## src/rtl/mpa_pkg.sv

```systemverilog
package mpa_pkg;
  localparam int NREQ = 5;
  localparam int IW   = $clog2(NREQ);

  localparam logic [IW-1:0] RQ_MPU  = 3'd0;
  localparam logic [IW-1:0] RQ_DSP  = 3'd1;
  localparam logic [IW-1:0] RQ_LBUS = 3'd2;
  localparam logic [IW-1:0] RQ_DISP = 3'd3;
  localparam logic [IW-1:0] RQ_DMA  = 3'd4;

  // Element [0] is the highest rank.
  localparam logic [NREQ-1:0][IW-1:0] LO_ORDER =
    {RQ_DMA, RQ_DISP, RQ_LBUS, RQ_DSP, RQ_MPU};
  localparam logic [NREQ-1:0][IW-1:0] HI_ORDER =
    {RQ_MPU, RQ_DMA, RQ_LBUS, RQ_DSP, RQ_DISP};

  // Requesters allowed into the promoted queue.
  localparam logic [NREQ-1:0] HI_CAPABLE = 5'b11110;
endpackage

```

## src/rtl/mpa_aging.sv

```systemverilog
module mpa_aging
  import mpa_pkg::*;
#(
  parameter int TMO_W = 8
) (
  input  logic            clk,
  input  logic            rst,
  input  logic [NREQ-1:0] req,
  input  logic [NREQ-1:0] gnt,
  input  logic            cfg_we,
  input  logic [IW-1:0]   cfg_sel,
  input  logic [TMO_W-1:0] cfg_data,
  output logic [NREQ-1:0] promoted
);
  localparam int CW = TMO_W + 1;

  for (genvar i = 0; i < NREQ; i++) begin : g_req
    logic [TMO_W-1:0] tmo_q;
    logic [CW-1:0]    wait_q;

    always_ff @(posedge clk) begin
      if (rst) begin
        tmo_q <= '0;
      end else if (cfg_we && cfg_sel == IW'(i)) begin
        tmo_q <= cfg_data;
      end
    end

    always_ff @(posedge clk) begin
      if (rst || !req[i] || gnt[i]) begin
        wait_q <= '0;
      end else if (wait_q != {CW{1'b1}}) begin
        wait_q <= wait_q + 1'b1;
      end
    end

    if (HI_CAPABLE[i]) begin : g_hi
      assign promoted[i] = req[i] && (wait_q > {1'b0, tmo_q});
    end else begin : g_lo
      assign promoted[i] = 1'b0;
    end
  end
endmodule

```

## src/rtl/mpa_rank_pick.sv

```systemverilog
module mpa_rank_pick
  import mpa_pkg::*;
#(
  parameter logic [NREQ-1:0][IW-1:0] ORDER = LO_ORDER
) (
  input  logic [NREQ-1:0] cand,
  output logic [NREQ-1:0] win
);
  always_comb begin
    win = '0;
    for (int k = NREQ - 1; k >= 0; k--) begin
      if (cand[ORDER[k]]) begin
        win = '0;
        win[ORDER[k]] = 1'b1;
      end
    end
  end
endmodule

```

## src/rtl/mem_port_arbiter.sv

```systemverilog
module mem_port_arbiter
  import mpa_pkg::*;
#(
  parameter int TMO_W = 8
) (
  input  logic             clk,
  input  logic             rst,
  input  logic [NREQ-1:0]  req,
  input  logic [NREQ-1:0]  done,
  input  logic             cfg_we,
  input  logic [IW-1:0]    cfg_sel,
  input  logic [TMO_W-1:0] cfg_data,
  output logic [NREQ-1:0]  gnt
);
  logic [NREQ-1:0] hi_mask;
  logic [NREQ-1:0] win_hi;
  logic [NREQ-1:0] win_lo;
  logic [NREQ-1:0] next_gnt;

  mpa_aging #(.TMO_W(TMO_W)) u_aging (
    .clk      (clk),
    .rst      (rst),
    .req      (req),
    .gnt      (gnt),
    .cfg_we   (cfg_we),
    .cfg_sel  (cfg_sel),
    .cfg_data (cfg_data),
    .promoted (hi_mask)
  );

  mpa_rank_pick #(.ORDER(HI_ORDER)) u_pick_hi (
    .cand (hi_mask),
    .win  (win_hi)
  );

  mpa_rank_pick #(.ORDER(LO_ORDER)) u_pick_lo (
    .cand (req & ~hi_mask),
    .win  (win_lo)
  );

  assign next_gnt = (|hi_mask) ? win_hi : win_lo;

  always_ff @(posedge clk) begin
    if (rst) begin
      gnt <= '0;
    end else if (|(gnt & done)) begin
      gnt <= '0;
    end else if (gnt == '0) begin
      gnt <= next_gnt;
    end
  end
endmodule

```

## config.mk

```make
export PLATFORM = sky130hd
export DESIGN_NAME = mem_port_arbiter
export DESIGN_NICKNAME = d
export VERILOG_FILES = /design/src/rtl/mpa_pkg.sv /design/src/rtl/mpa_aging.sv /design/src/rtl/mpa_rank_pick.sv /design/src/rtl/mem_port_arbiter.sv
export SDC_FILE = /design/constraint.sdc
export NUM_CORES = 1
export LEC_CHECK = 0
export ABC_AREA = 0
export BUFFER_PORTS_ARGS = -buffer_cell sky130_fd_sc_hd__buf_2
export CORE_ASPECT_RATIO = 2
export CORE_MARGIN = 5
export CORE_UTILIZATION = 59
export CTS_CLUSTER_DIAMETER = 150
export DETAILED_ROUTE_END_ITERATION = 12
export PLACE_DENSITY_LB_ADDON = 0.12
export SETUP_SLACK_MARGIN = 0.2
export SLEW_MARGIN = 25
export SYNTH_ARGS = -nofsm -noshare
export SYNTH_HDL_FRONTEND = slang
export SYNTH_SLANG_ARGS = --single-unit
```

## constraint.sdc

```tcl
create_clock -name clk -period 5.9 [get_ports clk]
set_clock_uncertainty 0.1 [all_clocks]
set_input_delay 1.18 -clock clk [delete_from_list [all_inputs] [get_ports clk]]
set_output_delay 1.18 -clock clk [all_outputs]
set_load 0.05 [all_outputs]
```

==> results of run 1 <==
[power groups by stage]
| stage | sequential (uW) | combinational (uW) | clock [uW] |
|---|---|---|---|
| 6_report | 539 | 210 | 566 |
| 5_1_grt | 543 | 229 | 600 |
| 4_1_cts | 539 | 211 | 578 |
| 3_5_place_dp | 550 | 210 | 0 |
| 3_3_place_gp | 550 | 205 | 0 |
| 2_1_floorplan | 587 | 119 | 0 |
[worst max path at each step]
| stage | endpoint | slack, ns |
|---|---|---|
| after floorplan | u_aging.g_req[1].tmo_q[5] | 3.55 |
| after global placement | gnt[4] | 3.22 |
| after detailed placement | gnt[3] | 3.15 |
| after CTS | gnt[3] | 3.50 |
| after global routing | gnt[3] | 3.40 |
| final | gnt[3] | 3.50 |
[critical path, cell delays in order]
cell and delay [ns]:
buf_2 0.30, a21oi_1 0.20, nand2_1 0.09, a221oi_1 0.53
a22o_1 0.24
[logic make-up (layout without fill, tap and decap cells)]
| group | after synthesis | count (layout) | synth area share [%] |
|---|---|---|---|
| buffers and inverters | 53 | 82 | 5.18 |
| AOI/OAI and AO/OA | 65 | 65 | 11.9 |
| adders and majority gates | 40 | 40 | 12.9 |
| and+or+nand+nor | 179 | 179 | 21.6 |
| xor gates and xnor gates | 27 | 27 | 6.11 |
| muxes | 17 | 17 | 4.40 |
| DFF | 73 | 73 | 37.8 |
[registers in the layout (all words and copies together), names as in the netlist]
signal,count
gnt,5
u_aging.g_req.wait_q,36
u_aging.g_req.tmo_q,32
[placed cells by master (no fill, tap or decap), types with 2 or more instances in the layout]
cell	instances
inv_1	38
a22o_1	2
o221ai_1	2
bufinv_16	2
mux2i_1	17
a32o_1	2
or3b_2	2
nor2_1	68
clkinv_2	3
nor2b_1	7
a211oi_2	2
buf_2	28
a211oi_1	6
xor2_1	18
a21oi_1	26
o21ai_0	4
o31ai_1	2
nand4_1	2
clkbuf_16	9
dfxtp_1	73
ha_1	40
a21o_1	4
nand2_1	50
nor3_1	4
and3_1	4
xnor2_1	9
nand3_1	23
nand4b_1	4
or3_1	6
[final cells by class]
class,count,share of cell area (%)
clock buffer,10,5.24
sequential,73,33.4
timing repair buffer,28,3.21
multi-input combinational,328,50.5
inverter,38,3.26
tap,86,2.46
clock inverter,6,1.89
[metrics by stage]
| stage | utilization (%) | power [uW] |
|---|---|---|
| global placement | 63.8 | 754 |
| global route | 68.7 | 1370 |
| detailed placement | 63.8 | 760 |
| finish | 68.7 | 1320 |
| CTS | 68.7 | 1330 |
| floorplan | - | 706 |
[routing by layer]
metal	vias up	global-route usage, %	part of all wire, %
met4	0	11.7	3.7
li1	1583	-	-
met3	18	5.23	4.5
met2	59	35.3	52
met1	1422	21.5	39
met5	-	0	0
==> impl_metrics.tcl, run 1 <==
set metrics [dict create \
    fmax_ghz 0.417 \
    ys_ff_latch 73 \
    grt_pass1_wl_um 13400 \
    ios 29 \
    place_inst 553 \
    place.gp.congestion 0.802 \
    nets 542 \
    rows 41 \
    first_iter_violations 168 \
    switching_share_pct 26.9 \
    hold_viol 0 \
    rsz0062_at_grt "false" \
    reg2reg_to "u_aging.g_req[2].wait_q[7]" \
    yosys_warnings 0 \
    grt_pass1_vias 3106 \
    area_delta_synth_final_pct 13.0 \
    post_cts_buffers 0 \
    outcome "finished clean" \
    vias_per_cell 5.42 \
    synth_top_area_cell "dfxtp_1" \
    pwr_density_cell_nw_per_um2 301 \
    drive_above_1_share_pct 11.6 \
    synth.distinct_cells 51 \
    netlist_top_cells_count "dfxtp_1 (73), nor2_1 (68), nand2_1 (50)" \
    critPathLaunch "rst" \
    reg2regPathDepth 10 \
    place_ws_ns 3.15 \
    instances_no_fill 569 \
    synth_edf_count 0 \
    async_reset_ff_share_pct 0 \
    grt_overflow 0 \
    htree_levels 3 \
    cp.arrival_ns 2.57 \
    fin_ws_ns 3.50 \
    start_util_pct 60.8 \
    p_leak_uw 0.00177 \
    drv_slew 0 \
    synthCells 454 \
    synth_top_flop_cell "dfxtp_1" \
    ys_seq_area_share_pct 37.8 \
    io_buffer_count 28 \
    worstPathRequired_ns 6.07 \
    netlist_area_um2 3870 \
    cap_violations 0 \
    insertion_delay_ns 0.33 \
    ff_latch_area_um2 1460 \
    tightest_slew_ns 0.800 \
    dr.pass1.iters 4 \
    place.detailed.hpwl_um 6080 \
    crit_fanout 37 \
    ctsHoldBuffers 0 \
    grt_use_total_pct 20.5 \
    fin_crit_sh_pct 40.7 \
    end_kind "flip-flop" \
    core_area_um2 6360 \
    dpl_cell_area_um2 4060 \
    reg2reg_slack_ns 3.77 \
    multi_input_area_um2 2210 \
    setup_viol 0 \
    cp-start-kind "input pin" \
    critPathKind "in2reg" \
    root_buffer "clkbuf_16" \
    netlist_top_cells_area "dfxtp_1 (38%), ha_1 (13%), nor2_1 (6.6%), nand2_1 (4.9%), mux2i_1 (4.4%)" \
    synth_fp_nets 518 \
    syn_avg_cell_area_um2 8.52 \
    clkPwrFrac_pct 43.0 \
    clkSlewWorstSetupHoldPaths_ns 0.06 \
    r2r-start "u_aging.g_req[2].wait_q[0]" \
    p_comb_share_pct 16.0 \
    clk_path_buf_depth 2 \
    post-route-min-period_ns 2.40 \
    ant_nets 0 \
    pwr-share-seq_pct 41.0 \
    relSlewSlack_pct 46.4 \
    dieWidth_um 67.3 \
    num_vias 3082 \
    postLayoutCellArea_um2 4370 \
    grt_max_degree 38 \
    p_int_uw 962 \
    n_fill_cell 580 \
    min_from "u_aging.g_req[3].tmo_q[1]" \
    synth.most_common_cell "dfxtp_1" \
    peakVddDrop_mv 0.237 \
    clkSinkCount 73 \
    cts_tree "yes" \
    synth_top_cell_area_share_pct 37.8 \
    drc_errors 0 \
    die_h_um 125 \
    finalWirelength_um 7830 \
    whs_path_depth 2 \
    wire_per_inst_um 13.8 \
    p_sw_uw 354 \
    antenna_found_initial 0 \
    cts_resized 0 \
    fin_tns_setup_ns 0 \
    hold_end "u_aging.g_req[3].tmo_q[1]" \
    min_path_type "reg2reg" \
    die_area_um2 8370 \
    num_antenna_cells 0 \
    fin_hold_ws_ns 0.352 \
    numCtsBuffers 9 \
]
(Power assumes the default switching activity.)
==> run 2: changes to the inputs <==
- clock period: 5.9 -> 2.24 ns (I/O delays scaled with it)
==> run 2 against run 1 <==
Net effect: power rose to 2.7 times the previous value; global-route usage up 0.68 points; worst hold slack worse by 0.053 ns; utilization up 3.2 points; clock power rose to 2.8 times the previous value; critical endpoint is now gnt[0]; largest power group unchanged.
==> impl_metrics.tcl, run 2 (synthesized netlist as in run 1, its figures left out) <==
set metrics [dict create \
    worstSetupPathDepth 7 \
    rsz0062_at_grt "true" \
    clkSlewWorstSetupHoldPaths_ns 0.06 \
    critPathKind "reg2reg" \
    first_iter_violations 233 \
    grt_pass1_vias 3050 \
    busiest_layer "met2" \
    num_antenna_cells 0 \
    reg2reg_slack_ns 0.25 \
    timing.critical_path.buf_inv 1 \
    place.gp.congestion 0.856 \
    die_area_um2 8370 \
    antenna_found_initial 0 \
    cap_violations 0 \
    num_vias 3114 \
    grt_use_total_pct 21.2 \
    drv_slew 0 \
    final_common_cell "dfxtp_1" \
    cp.arrival_ns 2.11 \
    root_buffer "clkbuf_16" \
    core_area_um2 6360 \
    r2r-start "u_aging.g_req[1].wait_q[3]" \
    reg2regPathDepth 7 \
    path_cells "ha_1, nand4_1, o221ai_1, o211ai_2, buf_4, o211a_1, a32o_1" \
    numCtsBuffers 9 \
    ant_nets 0 \
    setup.worst_path.end "gnt[0]" \
    ios 29 \
    dieWidth_um 67.3 \
    critPathTopFamily "compound AO/OA/AOI/OAI gates" \
    cp-start-kind "flip-flop" \
    fin_tns_setup_ns 0 \
    place.detailed.hpwl_um 6280 \
    final_cell_mix "dfxtp_1 (66), nor2_1 (65), nand2_1 (50), inv_1 (38), ha_1 (36)" \
    drc_errors 0 \
    clkSinkCount 73 \
    use_met1_pct 22.9 \
    insertion_delay_ns 0.33 \
    grt_overflow 0 \
    critPathLaunch "u_aging.g_req[1].wait_q[3]" \
    reg2reg_to "gnt[0]" \
    hold_viol 0 \
    min_from "req[1]" \
    cts_tree "yes" \
    start_util_pct 60.8 \
    fin_crit_sh_pct 88.7 \
    die_h_um 125 \
    place_inst 559 \
    setup_viol 0 \
    nets 550 \
    end_kind "flip-flop" \
    max_stage_delay_ns 0.36 \
    wire_per_inst_um 14.3 \
    outcome "finished clean" \
    tightest_slew_ns 0.627 \
    finalWirelength_um 8250 \
    relSlewSlack_pct 58.2 \
    instances_no_fill 576 \
    largest_reg_flops 36 \
    grt_max_degree 21 \
    reg_top3 "u_aging.g_req.wait_q (36), u_aging.g_req.tmo_q (32), gnt (5)" \
    htree_levels 3 \
    io_buffer_count 28 \
    min_path_type "in2reg" \
    max_flop_register "u_aging.g_req.wait_q" \
    met2_usage_pct 37.2 \
    crit_fanout 5 \
    rows 41 \
    grt_pass1_wl_um 13700 \
    cp_slowest_cell "dfxtp_1" \
    drive_above_1_share_pct 18.2 \
    worstPathRequired_ns 2.36 \
    p_leak_uw 0.00184 \
    peakVddDrop_mv 0.972 \
    post-route-min-period_ns 1.99 \
    clk_path_buf_depth 2 \
    dr.pass1.iters 4 \
    fmax_ghz 0.503 \
    vias_per_cell 5.41 \
    pwr_density_cell_nw_per_um2 790 \
    met3_usage_pct 5.96 \
    area_delta_synth_final_pct 18.2 \
]
==> run 2: what timing repair did <==
item                                   4_1_cts  5_1_grt
hold buffers                                 0        0
setup buffers                                0        2
pin swaps                                    0       10
endpoints found under the hold margin        0        0
setup endpoints to repair                    2        9
resized for setup                            1       26
gates cloned                                 0        0
==> run 2: metal layers <==
metal  vias to the layer above  wire length (um)
li1                       1601                 -
met1                      1441              3260
met2                        61              4470
met3                        11               341
met4                         0               173
met5                         -                 0
==> run 2: per-stage QoR <==
step	util, %	hold WS (ns)	setup WS [ns]	area [um2]	total power, uW
2_1_floorplan	-	0.336	0.287	3870	1860
3_3_place_gp	64.5	0.344	0.196	4100	2000
3_5_place_dp	64.5	0.347	0.177	4100	2010
4_1_cts	69.8	0.292	0.219	4440	3610
5_1_grt	71.9	0.301	0.148	4570	3760
6_report	71.9	0.299	0.252	4570	3610
==> run 2: worst min path at each step <==
stage / endpoint / cells after the start / slack (ns)
5_1_grt: gnt[1] / 3 / 0.30
4_1_cts: gnt[1] / 3 / 0.29
6_report: gnt[1] / 3 / 0.30
3_3_place_gp: u_aging.g_req[3].tmo_q[1] / 2 / 0.34
3_5_place_dp: u_aging.g_req[3].tmo_q[5] / 2 / 0.35
2_1_floorplan: u_aging.g_req[2].tmo_q[1] / 2 / 0.34
==> run 2: worst register-to-register path, cell delays in order (launching register included) <==
cell      delay (ns)
dfxtp_1         0.36
ha_1            0.32
nand4_1         0.12
o221ai_1        0.20
o211ai_2        0.15
buf_4           0.16
o211a_1         0.23
a32o_1          0.25
==> run 2: power by group <==
group	switching, uW	internal, uW	total (uW)
Combinational	359	224	584
Clock	530	1080	1610
Sequential	60.8	1360	1420
Total	950	2660	3610
==> run 2: cell type report <==
cell class	instances	area (um2)
Fill cell	522	1790
Multi-Input combinational cell	328	2320
Tap cell	86	108
Timing Repair Buffer	36	200
Clock inverter	6	108
Clock buffer	9	225
Sequential cell	73	1470
Inverter	38	143
==> run 3: changes to the inputs <==
- CORE_ASPECT_RATIO: 2 -> default
==> run 3 against run 2 <==
Net effect: first-iteration DRC count decreased by 39%; flip-flop and latch count unchanged; non-clock buffer count shrank 2; maximum frequency fell by 1.8%; combinational power rose by 1%; worst hold slack got worse by 0.017 ns; global-route usage fell by 1.8 points; die area down 1.2%.
==> impl_metrics.tcl, run 3 (synthesized netlist as in run 1, its figures left out) <==
set metrics [dict create \
    outcome "finished clean" \
    dieWidth_um 91.0 \
    clkSinkCount 73 \
    setup_viol 0 \
    clkPwrFrac_pct 34.1 \
    worstSetupPathDepth 7 \
    ios 29 \
    cp-start-kind "flip-flop" \
    p_leak_uw 0.00176 \
    pwr-share-seq_pct 46.5 \
    die_h_um 91.0 \
    ctsHoldBuffers 0 \
    antenna_found_initial 0 \
    n_fill_cell 504 \
    rsz0062_at_grt "true" \
    first_iter_violations 141 \
    rows 29 \
    switching_share_pct 31.0 \
    critPathKind "reg2reg" \
    htree_levels 3 \
    setup.worst_path.end "gnt[2]" \
    drive_above_1_share_pct 19.4 \
    p_sw_uw 946 \
    min_path_type "in2reg" \
    p_comb_share_pct 19.4 \
    grt_overflow 0 \
    root_buffer "clkbuf_8" \
    peakVddDrop_mv 0.570 \
    hold_viol 0 \
    cts_tree "yes" \
    wire_per_inst_um 14.3 \
    worstPathRequired_ns 2.38 \
    critPathLaunch "u_aging.g_req[1].wait_q[7]" \
    fin_ws_ns 0.216 \
    path_cells "ha_1, a211oi_2, nand2_1, o211ai_2, and2_4, o31ai_1, a32o_1" \
    final_common_cell "nor2_1" \
    final_cell_mix "nor2_1 (65), dfxtp_1 (64), nand2_1 (50), inv_1 (35), ha_1 (35)" \
    place.gp.congestion 0.782 \
    num_antenna_cells 0 \
    critPathTopFamily "compound AO/OA/AOI/OAI gates" \
    reg_top3 "u_aging.g_req.wait_q (36), u_aging.g_req.tmo_q (32), gnt (5)" \
    place.detailed.hpwl_um 5880 \
    insertion_delay_ns 0.35 \
    grt_max_degree 34 \
    numCtsBuffers 9 \
    io_buffer_count 28 \
    fin_crit_sh_pct 90.4 \
    place_ws_ns 0.139 \
    grt_pass1_vias 3047 \
    ant_nets 0 \
    post-route-util_pct 70.1 \
    clk_path_buf_depth 2 \
    num_vias 3151 \
    die_area_um2 8270 \
    post-route-min-period_ns 2.02 \
    core_area_um2 6350 \
    cap_violations 0 \
    cp.arrival_ns 2.17 \
    tightest_slew_ns 0.637 \
    fin_tns_setup_ns 0 \
    grt_use_total_pct 19.4 \
    dr.pass1.iters 5 \
    finalWirelength_um 8110 \
    relSlewSlack_pct 57.6 \
    p_int_uw 2110 \
    clkSlewWorstSetupHoldPaths_ns 0.08 \
    end_kind "flip-flop" \
    max_stage_delay_ns 0.34 \
    cp_slowest_cell "dfxtp_1" \
    reg2regPathDepth 7 \
    drv_slew 0 \
    reg2reg_to "gnt[2]" \
    grt_pass1_wl_um 13400 \
    area_delta_synth_final_pct 15.1 \
    nets 548 \
    instances_no_fill 566 \
    largest_reg_flops 36 \
    min_from "cfg_data[1]" \
    place_inst 549 \
    timing.critical_path.buf_inv 0 \
    crit_fanout 3 \
    power.total_uw 3050 \
    drc_errors 0 \
    max_flop_register "u_aging.g_req.wait_q" \
    pwr_density_cell_nw_per_um2 686 \
    r2r-start "u_aging.g_req[1].wait_q[7]" \
    fmax_ghz 0.494 \
    whs_path_depth 3 \
    reg2reg_slack_ns 0.22 \
    vias_per_cell 5.57 \
    start_util_pct 60.9 \
]
[run 3: cell count changes in the layout (fill, tap and decap cells not counted), sizes merged]
cell / before / now
bufinv: 3 / 1
clkinvlp: 1 / 2
clkinv: 2 / 3
inv: 38 / 39
buf: 36 / 34
[run 3: worst min-delay path by stage]
stage | to
floorplan | u_aging.g_req[2].tmo_q[1]
finish | u_aging.g_req[2].tmo_q[1]
detailed placement | u_aging.g_req[2].tmo_q[4]
CTS | gnt[1]
global placement | u_aging.g_req[2].tmo_q[2]
global route | gnt[2]
[run 3: power groups by stage]
stage               Sequential (uW)  Combinational, uW  Clock (uW)
finish                         1420                592        1040
global placement               1450                545           0
detailed placement             1450                554           0
CTS                            1420                566        1070
global route                   1430                639        1130
floorplan                      1550                313           0
[run 3: final cells by class]
class	instances	area (um2)	area share (%)
clock buffer	9	124	2.78
inverter	38	143	3.20
tap	77	96.3	2.16
clock inverter	7	80.1	1.80
timing repair buffer	34	185	4.16
sequential	73	1470	33.1
multi-input combinational	328	2350	52.8
[run 3: metal layers]
| metal | vias to the layer above | track usage [%] | part of all wire [%] |
|---|---|---|---|
| li1 | 1607 | - | - |
| met4 | 0 | 6.11 | 1.3 |
| met2 | 67 | 31.6 | 48 |
| met1 | 1466 | 25.3 | 45 |
| met3 | 11 | 5.12 | 5.6 |
| met5 | - | 0 | 0 |
[run 3: stage by stage]
stage	instance area [um2]	hold WS [ns]
CTS	4300	0.264
global placement	4080	0.344
global route	4450	0.270
detailed placement	4080	0.346
finish	4450	0.282
floorplan	3870	0.336
[run 3: what timing repair did]
action	4_1_cts	5_1_grt
pin swaps	1	13
endpoints found under the hold margin	0	0
setup endpoints to repair	2	8
resized for setup	2	33
setup buffers	1	0
[run 3: worst min-delay path, stage by stage]
cell and delay (ns):
buf_2 0.13, nand2_1 0.06, a21oi_1 0.05
